**config.mk**
```make
export PLATFORM = sky130hd
export DESIGN_NAME = fp_round_unit
export DESIGN_NICKNAME = d
export VERILOG_FILES = /design/src/rtl/fp_round_unit.sv
export SDC_FILE = /design/constraint.sdc
export NUM_CORES = 1
export LEC_CHECK = 0
export ABC_AREA = 1
export BUFFER_PORTS_ARGS = -buffer_cell sky130_fd_sc_hd__buf_2
export CORE_AREA = 4 4 120 122
export DETAILED_ROUTE_END_ITERATION = 10
export DIE_AREA = 0 0 124 126
export GPL_ROUTABILITY_DRIVEN = 0
export PLACE_DENSITY = 0.74
export SYNTH_ARGS = -nofsm -noshare
export SYNTH_HDL_FRONTEND = slang
export SYNTH_SLANG_ARGS = --single-unit
```
**constraint.sdc**
```tcl
create_clock -name clk -period 3.5 [get_ports clk]
set_input_delay 0.175 -clock clk [delete_from_list [all_inputs] [get_ports clk]]
set_output_delay 0.175 -clock clk [all_outputs]
set_load 0.01 [all_outputs]
```
**src/rtl/fp_round_unit.sv**
```systemverilog
module fp_round_unit #(
  parameter int EXP_W    = 16,
  parameter int MANT_W   = 64,
  parameter int SGL_KEEP = 24,
  parameter int DBL_KEEP = 53
) (
  input  logic              clk,
  input  logic              rst_n,
  input  logic              in_valid,
  input  logic              in_sign,
  input  logic [EXP_W-1:0]  in_exp,
  input  logic [MANT_W-1:0] in_mant,
  input  logic [2:0]        in_grs,
  input  logic [1:0]        in_prec,
  input  logic [1:0]        in_mode,
  output logic              out_valid,
  output logic              out_sign,
  output logic [EXP_W-1:0]  out_exp,
  output logic [MANT_W-1:0] out_mant,
  output logic [2:0]        out_grs,
  output logic              out_inexact
);

  localparam int SGL_LSB = MANT_W - SGL_KEEP;
  localparam int DBL_LSB = MANT_W - DBL_KEEP;

  logic [MANT_W-1:0] lsb_one, below_mask, shifted, rounded;
  logic [MANT_W:0]   sum;
  logic              g_bit, r_bit, s_bit, inexact, bump, tie, carry;
  logic [1:0]        q_prec;

  always_comb begin
    case (in_prec)
      2'd0: begin
        lsb_one = MANT_W'(1);
        g_bit   = in_grs[2];
        r_bit   = in_grs[1];
        s_bit   = in_grs[0];
      end
      2'd1: begin
        lsb_one = MANT_W'(1) << SGL_LSB;
        g_bit   = in_mant[SGL_LSB-1];
        r_bit   = in_mant[SGL_LSB-2];
        s_bit   = (|in_mant[SGL_LSB-3:0]) | (|in_grs);
      end
      default: begin
        lsb_one = MANT_W'(1) << DBL_LSB;
        g_bit   = in_mant[DBL_LSB-1];
        r_bit   = in_mant[DBL_LSB-2];
        s_bit   = (|in_mant[DBL_LSB-3:0]) | (|in_grs);
      end
    endcase
  end

  assign below_mask = lsb_one - MANT_W'(1);
  assign inexact    = g_bit | r_bit | s_bit;

  always_comb begin
    case (in_mode)
      2'd0:    bump = g_bit;
      2'd1:    bump = 1'b0;
      2'd2:    bump = inexact & in_sign;
      default: bump = inexact & ~in_sign;
    endcase
  end

  assign tie     = (in_mode == 2'd0) & g_bit & ~r_bit & ~s_bit;
  assign sum     = {1'b0, in_mant} + {1'b0, (bump ? lsb_one : '0)};
  assign carry   = sum[MANT_W];
  assign shifted = carry ? {1'b1, sum[MANT_W-1:1]} : sum[MANT_W-1:0];
  assign rounded = (tie ? (shifted & ~lsb_one) : shifted) & ~below_mask;

  always_ff @(posedge clk) begin
    if (!rst_n) begin
      out_valid   <= 1'b0;
      out_sign    <= 1'b0;
      out_exp     <= '0;
      out_mant    <= '0;
      out_inexact <= 1'b0;
      q_prec      <= 2'd0;
    end else begin
      out_valid <= in_valid;
      if (in_valid) begin
        out_sign    <= in_sign;
        out_exp     <= in_exp + {{(EXP_W-1){1'b0}}, carry};
        out_mant    <= rounded;
        out_inexact <= inexact;
        q_prec      <= in_prec;
      end
    end
  end

  assign out_grs = 3'b000;

  AST_SIGN_PASS: assert property (@(posedge clk) disable iff (!rst_n)
    out_valid |-> (out_sign == $past(in_sign)) && (out_grs == 3'b000));
  AST_SGL_LOW_CLEAR: assert property (@(posedge clk) disable iff (!rst_n)
    (out_valid && q_prec == 2'd1) |-> (out_mant[SGL_LSB-1:0] == '0));
  AST_EXACT_KEEPS: assert property (@(posedge clk) disable iff (!rst_n)
    (out_valid && $past(in_prec) == 2'd0 && $past(in_grs) == 3'b000)
      |-> (out_mant == $past(in_mant)) && (out_exp == $past(in_exp)) && !out_inexact);
  AST_ZERO_NO_GROW: assert property (@(posedge clk) disable iff (!rst_n)
    (out_valid && $past(in_mode) == 2'd1)
      |-> (out_exp == $past(in_exp)) && (out_mant <= $past(in_mant)));
  AST_CARRY_SHAPE: assert property (@(posedge clk) disable iff (!rst_n)
    (out_valid && out_exp != $past(in_exp))
      |-> (out_mant == {1'b1, {(MANT_W-1){1'b0}}}));

endmodule

```
# After elaboration in Yosys (flattened, before gate mapping)
# Index checks and enable logic that the tools add are counted.
# word_totals
regBits	83
elab_cells	40
# classes
n_eq_ne	3
n_mux	8
bitwise	16
reduce_logical	5
add_sub_neg	3
# ops
op	count
$mux W64	3
$and A64 B64 Y64	2
$not A64 Y64	2
$pmux W41 S2	1
$add A64 B64 Y65	1
$sub A64 B1 Y64 const B	1
$reduce_or A38 Y1	1
$add A16 B1 Y16	1
$reduce_or A9 Y1	1
$pmux W1 S2	3
$and A1 B1 Y1	5
$eq A2 B1 Y1 const B	2
$logic_not A2 Y1	2
$or A1 B1 Y1	4
$not A1 Y1	3
$pmux W1 S3	1
$reduce_or A3 Y1	1
$eq A2 B2 Y1 const B	1

# Longest topological paths before layout
# logic_depth
word_depth	12
ltp_mapped	31
depth_no_buf	30

# Least setup slack after synthesis
# No wires, ideal clock.
# synth_timing
path_type	input port to flip-flop
startpoint	input in_mant[10]
endpoint	register out_exp[15]
slack_ns	-0.227
setup_time_ns	0.115
t_arrival_ns	3.611
stages	26
path_buffers	1
cell_sequence	or2_2 nor2_1 nand2_1 o21ai_0 nand2_1 nand2_1 nand3b_1 nand2_1 nor2_1 ha_1 nand2_1 nor2_1 nand2_1 nor2_1 nand3_4 a21boi_4 buf_4 ha_1 nand3_1 nor2_1 nand3_1 nor3_1 nand4_1 xnor2_1 o21ai_0 inv_1
# synth_between
elab_chain_len	9
elab_cells_between_ends	12
cone_classes	add/sub: 2; mux: 4; bitwise: 5; reduce/logical: 1
# synth_lines
element	line	rtl
start: declaration	12	input logic [MANT_W-1:0] in_mant,
$reduce_or A38 Y1	44	s_bit = (|in_mant[SGL_LSB-3:0]) | (|in_grs);
$or A1 B1 Y1	44	
$pmux W1 S2	33	case (in_prec)
$or A1 B1 Y1	56	assign inexact = g_bit | r_bit | s_bit;
$and A1 B1 Y1 (on tied branches)	63, 62	
$pmux W1 S3	59	case (in_mode)
$mux W64	68	assign sum = {1'b0, in_mant} + {1'b0, (bump ? lsb_one : '0)};
$add A64 B64 Y65 (*)	68	
$add A16 B1 Y16 (*)	85	out_exp <= in_exp + {{(EXP_W-1){1'b0}}, carry};
end signal: assignment	85	
end: declaration	18	output logic [EXP_W-1:0] out_exp,
# Mark *: on every way between the ends. The rest lies on a longest branch, timed or not.
# A chain may end at the register's enable or synchronous reset.

# Worst setup path in the final report
# layout_timing
startpoint	input in_prec[1]
endpoint	register out_exp[14]
# layout_between
elab_chain_len	9
elab_cells_between_ends	14
cone_classes	add/sub: 2; eq/ne: 1; mux: 6; bitwise: 4; reduce/logical: 1
# layout_lines
element	line	rtl
start: declaration	14	input logic [1:0] in_prec,
$eq A2 B1 Y1 or $logic_not A2 Y1 (tied branches)	33	
$pmux W1 S2	33	
$or A1 B1 Y1 (2 in a row)	56	
$and A1 B1 Y1 (on tied branches)	63, 62	
$pmux W1 S3	59	
$mux W64 (*)	68	
$add A64 B64 Y65 (*)	68	
$add A16 B1 Y16 (*)	85	
# Marked as above.

==> impl_metrics.json <==
{
  "area_growth_pct": 33.7,
  "hold_path_depth": 4,
  "nets": 1419,
  "synth_top_area_share": 0.264,
  "place_worst_setup_slack_ns": -0.366,
  "cts_root_buf": "clkbuf_16",
  "period_minus_slack_ns": 3.32,
  "drt-initial-drc-count": 807,
  "max_slew_margin": 0.329,
  "min_path_type": "in -> reg",
  "dieArea_um2": 15600,
  "core-area_um2": 13200,
  "place_area_um2": 7940,
  "maxCapViolCount": 0,
  "cts.sink_count": 83,
  "post_drt_wl_per_cell_um": 14.6,
  "port_buffers": 173,
  "setup_violations": 0,
  "worstSetupPathType": "in -> reg",
  "synth_edf_count": 0,
  "start_util": 0.477,
  "ir_drop_uv": 203,
  "viasPerCell": 5.17,
  "rows": 42,
  "hp-start": "in_exp[15]",
  "dr_total_vias": 7771,
  "postCtsHoldBufs": 0,
  "whs_endpoint": "out_exp[15]",
  "reg2reg_from": "out_mant[56]",
  "grt_use_total": 0.268,
  "fill_cells": 1298,
  "drcViolationCount": 0,
  "synth-seq-cells": 83,
  "die_w_um": 124,
  "overflow": 0,
  "async_reset_ff_frac": 0,
  "worst_slack_ns": 0.178,
  "powerDensity_nw_per_um2": 310,
  "r2r_setup_slack_ns": 2.75,
  "critPathLaunchType": "input pin",
  "cpPeakStageDelay_ns": 0.20,
  "cp.required_ns": 3.74,
  "dp_hpwl_mm": 17.8,
  "die_h_um": 126,
  "cpMaxStageDelayCell": "o21ai_4",
  "numCtsBuffers": 9,
  "period_share": 0.949,
  "antenna_found_initial": 0,
  "synth_flop_cell": "dfxtp_1",
  "p_leak_nw": 4.21,
  "synth_area_leader_cell": "dfxtp_1",
  "rr_endpoint": "out_mant[56]",
  "design_area_um2": 8410,
  "drive_gt1_frac": 0.255,
  "reg2reg_depth": 4,
  "dp.cells": 1480,
  "io_pins": 177,
  "clk_pin_slew_ns": 0.07,
  "detail-route-antenna-nets": 0,
  "synth.distinct_cells": 40,
  "synth_cells": 1075,
  "cts_tree": "built",
  "dr.pass1.iters": 5,
  "status": "finished, final reports clean",
  "clk_latency_ns": 0.34,
  "cts_max_path_buffers": 2,
  "fmax_ghz": 0.301,
  "path_common_cell": "nand2_2",
  "slew_violations": 0,
  "worst_pin_slew_ns": 1.00,
  "power_w": 0.00261,
  "setup.worst_path.end_class": "flop",
  "avgSynthCellArea_um2": 5.85,
  "hold_viol": 0,
  "ys_seq_area_frac": 0.264,
  "h-tree-depth": 3,
  "grt_pass1_wl_mm": 33.3,
  "antenna_cells": 0,
  "synth_area_leaders": "dfxtp_1 (26%), nand2_1 (22%), nor2_1 (11%)",
  "ys.warnings.count": 0,
  "drt_wl_total_mm": 22.0,
  "worstPathMaxFanout": 5,
  "netlist_area_um2": 6290,
  "grt_pass1_vias": 6840,
  "finClkSkew_ns": 0,
  "grt_start_max_net_pins": 75,
  "arrival_ns": 3.56,
  "stdcell_count": 1503
}
## logic make-up after synthesis
group,after synthesis,share of synthesized area
other,1,0.000596
buffers and inverters,134,0.0865
AND/OR/NAND/NOR,674,0.447
AO/OA/AOI/OAI,123,0.115
adder cells (fa/ha/maj),6,0.0119
XOR/XNOR,54,0.0752
flip-flops,83,0.264
## report_power, final
| group | total [W] | leakage [nW] | internal (W) | switching [W] |
|---|---|---|---|---|
| sequential | 0.00102 | 0.683 | 0.000996 | 0.0000274 |
| combinational | 0.000557 | 3.37 | 0.000226 | 0.000331 |
| clock | 0.00103 | 0.157 | 0.000631 | 0.000398 |
## critical path, delay by kind of cell
family / cells / cell delay, ns
AO/OA/AOI/OAI: 3 / 0.39
XOR/XNOR: 1 / 0.15
buffers and inverters: 5 / 0.53
AND/OR/NAND/NOR: 18 / 1.78
adder cells (fa/ha/maj): 3 / 0.52
## flip-flops by register name, summed over array words and instances (netlist names)
register     cells
out_sign         1
out_valid        1
out_inexact      1
out_exp         16
out_mant        64
## timing repair
item,4_1_cts,5_1_grt
endpoints found under the setup margin,1,10
resized for setup,3,26
hold endpoints to repair,0,0
pin swaps,2,20
setup buffers,1,6
## metal layers
metal	GRT usage	routed length (µm)
met1	0.375	9740
met2	0.430	10100
met3	0.0439	1700
met4	0.0651	473
met5	0	0
## placed cells by master (no fill, tap or decap), drive strengths merged, types with 13 or more instances in the layout
cell type / count
nand4: 13
inv: 102
o211ai: 20
dfxtp: 83
nand2: 370
nand3b: 13
a21oi: 60
xor2: 34
buf: 269
xnor2: 20
nand3: 70
o21ai: 34
nor2: 183
## how the worst max path moves through the flow
stage                        endpoint  cells past startpoint  slack (ns)         from
after floorplan           out_exp[15]                     28       -0.05  in_mant[12]
after global placement    out_exp[14]                     28       -0.21  in_mant[10]
after detailed placement  out_exp[14]                     28       -0.37  in_mant[10]
after CTS                 out_exp[14]                     28       0.007  in_mant[10]
after global routing      out_exp[14]                     30       -0.07   in_prec[1]
final                     out_exp[14]                     30        0.18   in_prec[1]
## cell usage after synthesis (5+ instances only)
cell	number
clkbuf_1	22
nand3b_1	13
buf_2	6
inv_1	96
xnor2_1	20
buf_4	5
nand4_1	13
or2_2	5
nor2_1	177
a21oi_1	60
nor3_1	12
ha_1	6
nor2_2	5
nand3_1	69
nand2_1	364
o21ai_0	29
xor2_1	34
o211ai_1	20
dfxtp_1	83
## final cells by class
class | instances | area [µm²] | area share
well taps | 176 | 220 | 0.0262
flip-flops and latches | 83 | 1660 | 0.198
multi-input cells | 860 | 4240 | 0.505
repair buffers | 269 | 1590 | 0.189
clock buffers | 9 | 225 | 0.0268
clock inverters | 7 | 98.8 | 0.0118
inverters | 99 | 372 | 0.0442
## metrics by stage
stage	TNS (ns)	hold slack (ns)	util
after global routing	-0.153	0.175	0.637
after CTS	0	0.146	0.628
after detailed placement	-1.98	0.452	0.602
after floorplan	-0.0497	0.310	-
after global placement	-0.884	0.450	0.602
final	0	0.161	0.637
No activity file was read; power rests on OpenSTA's default activity.
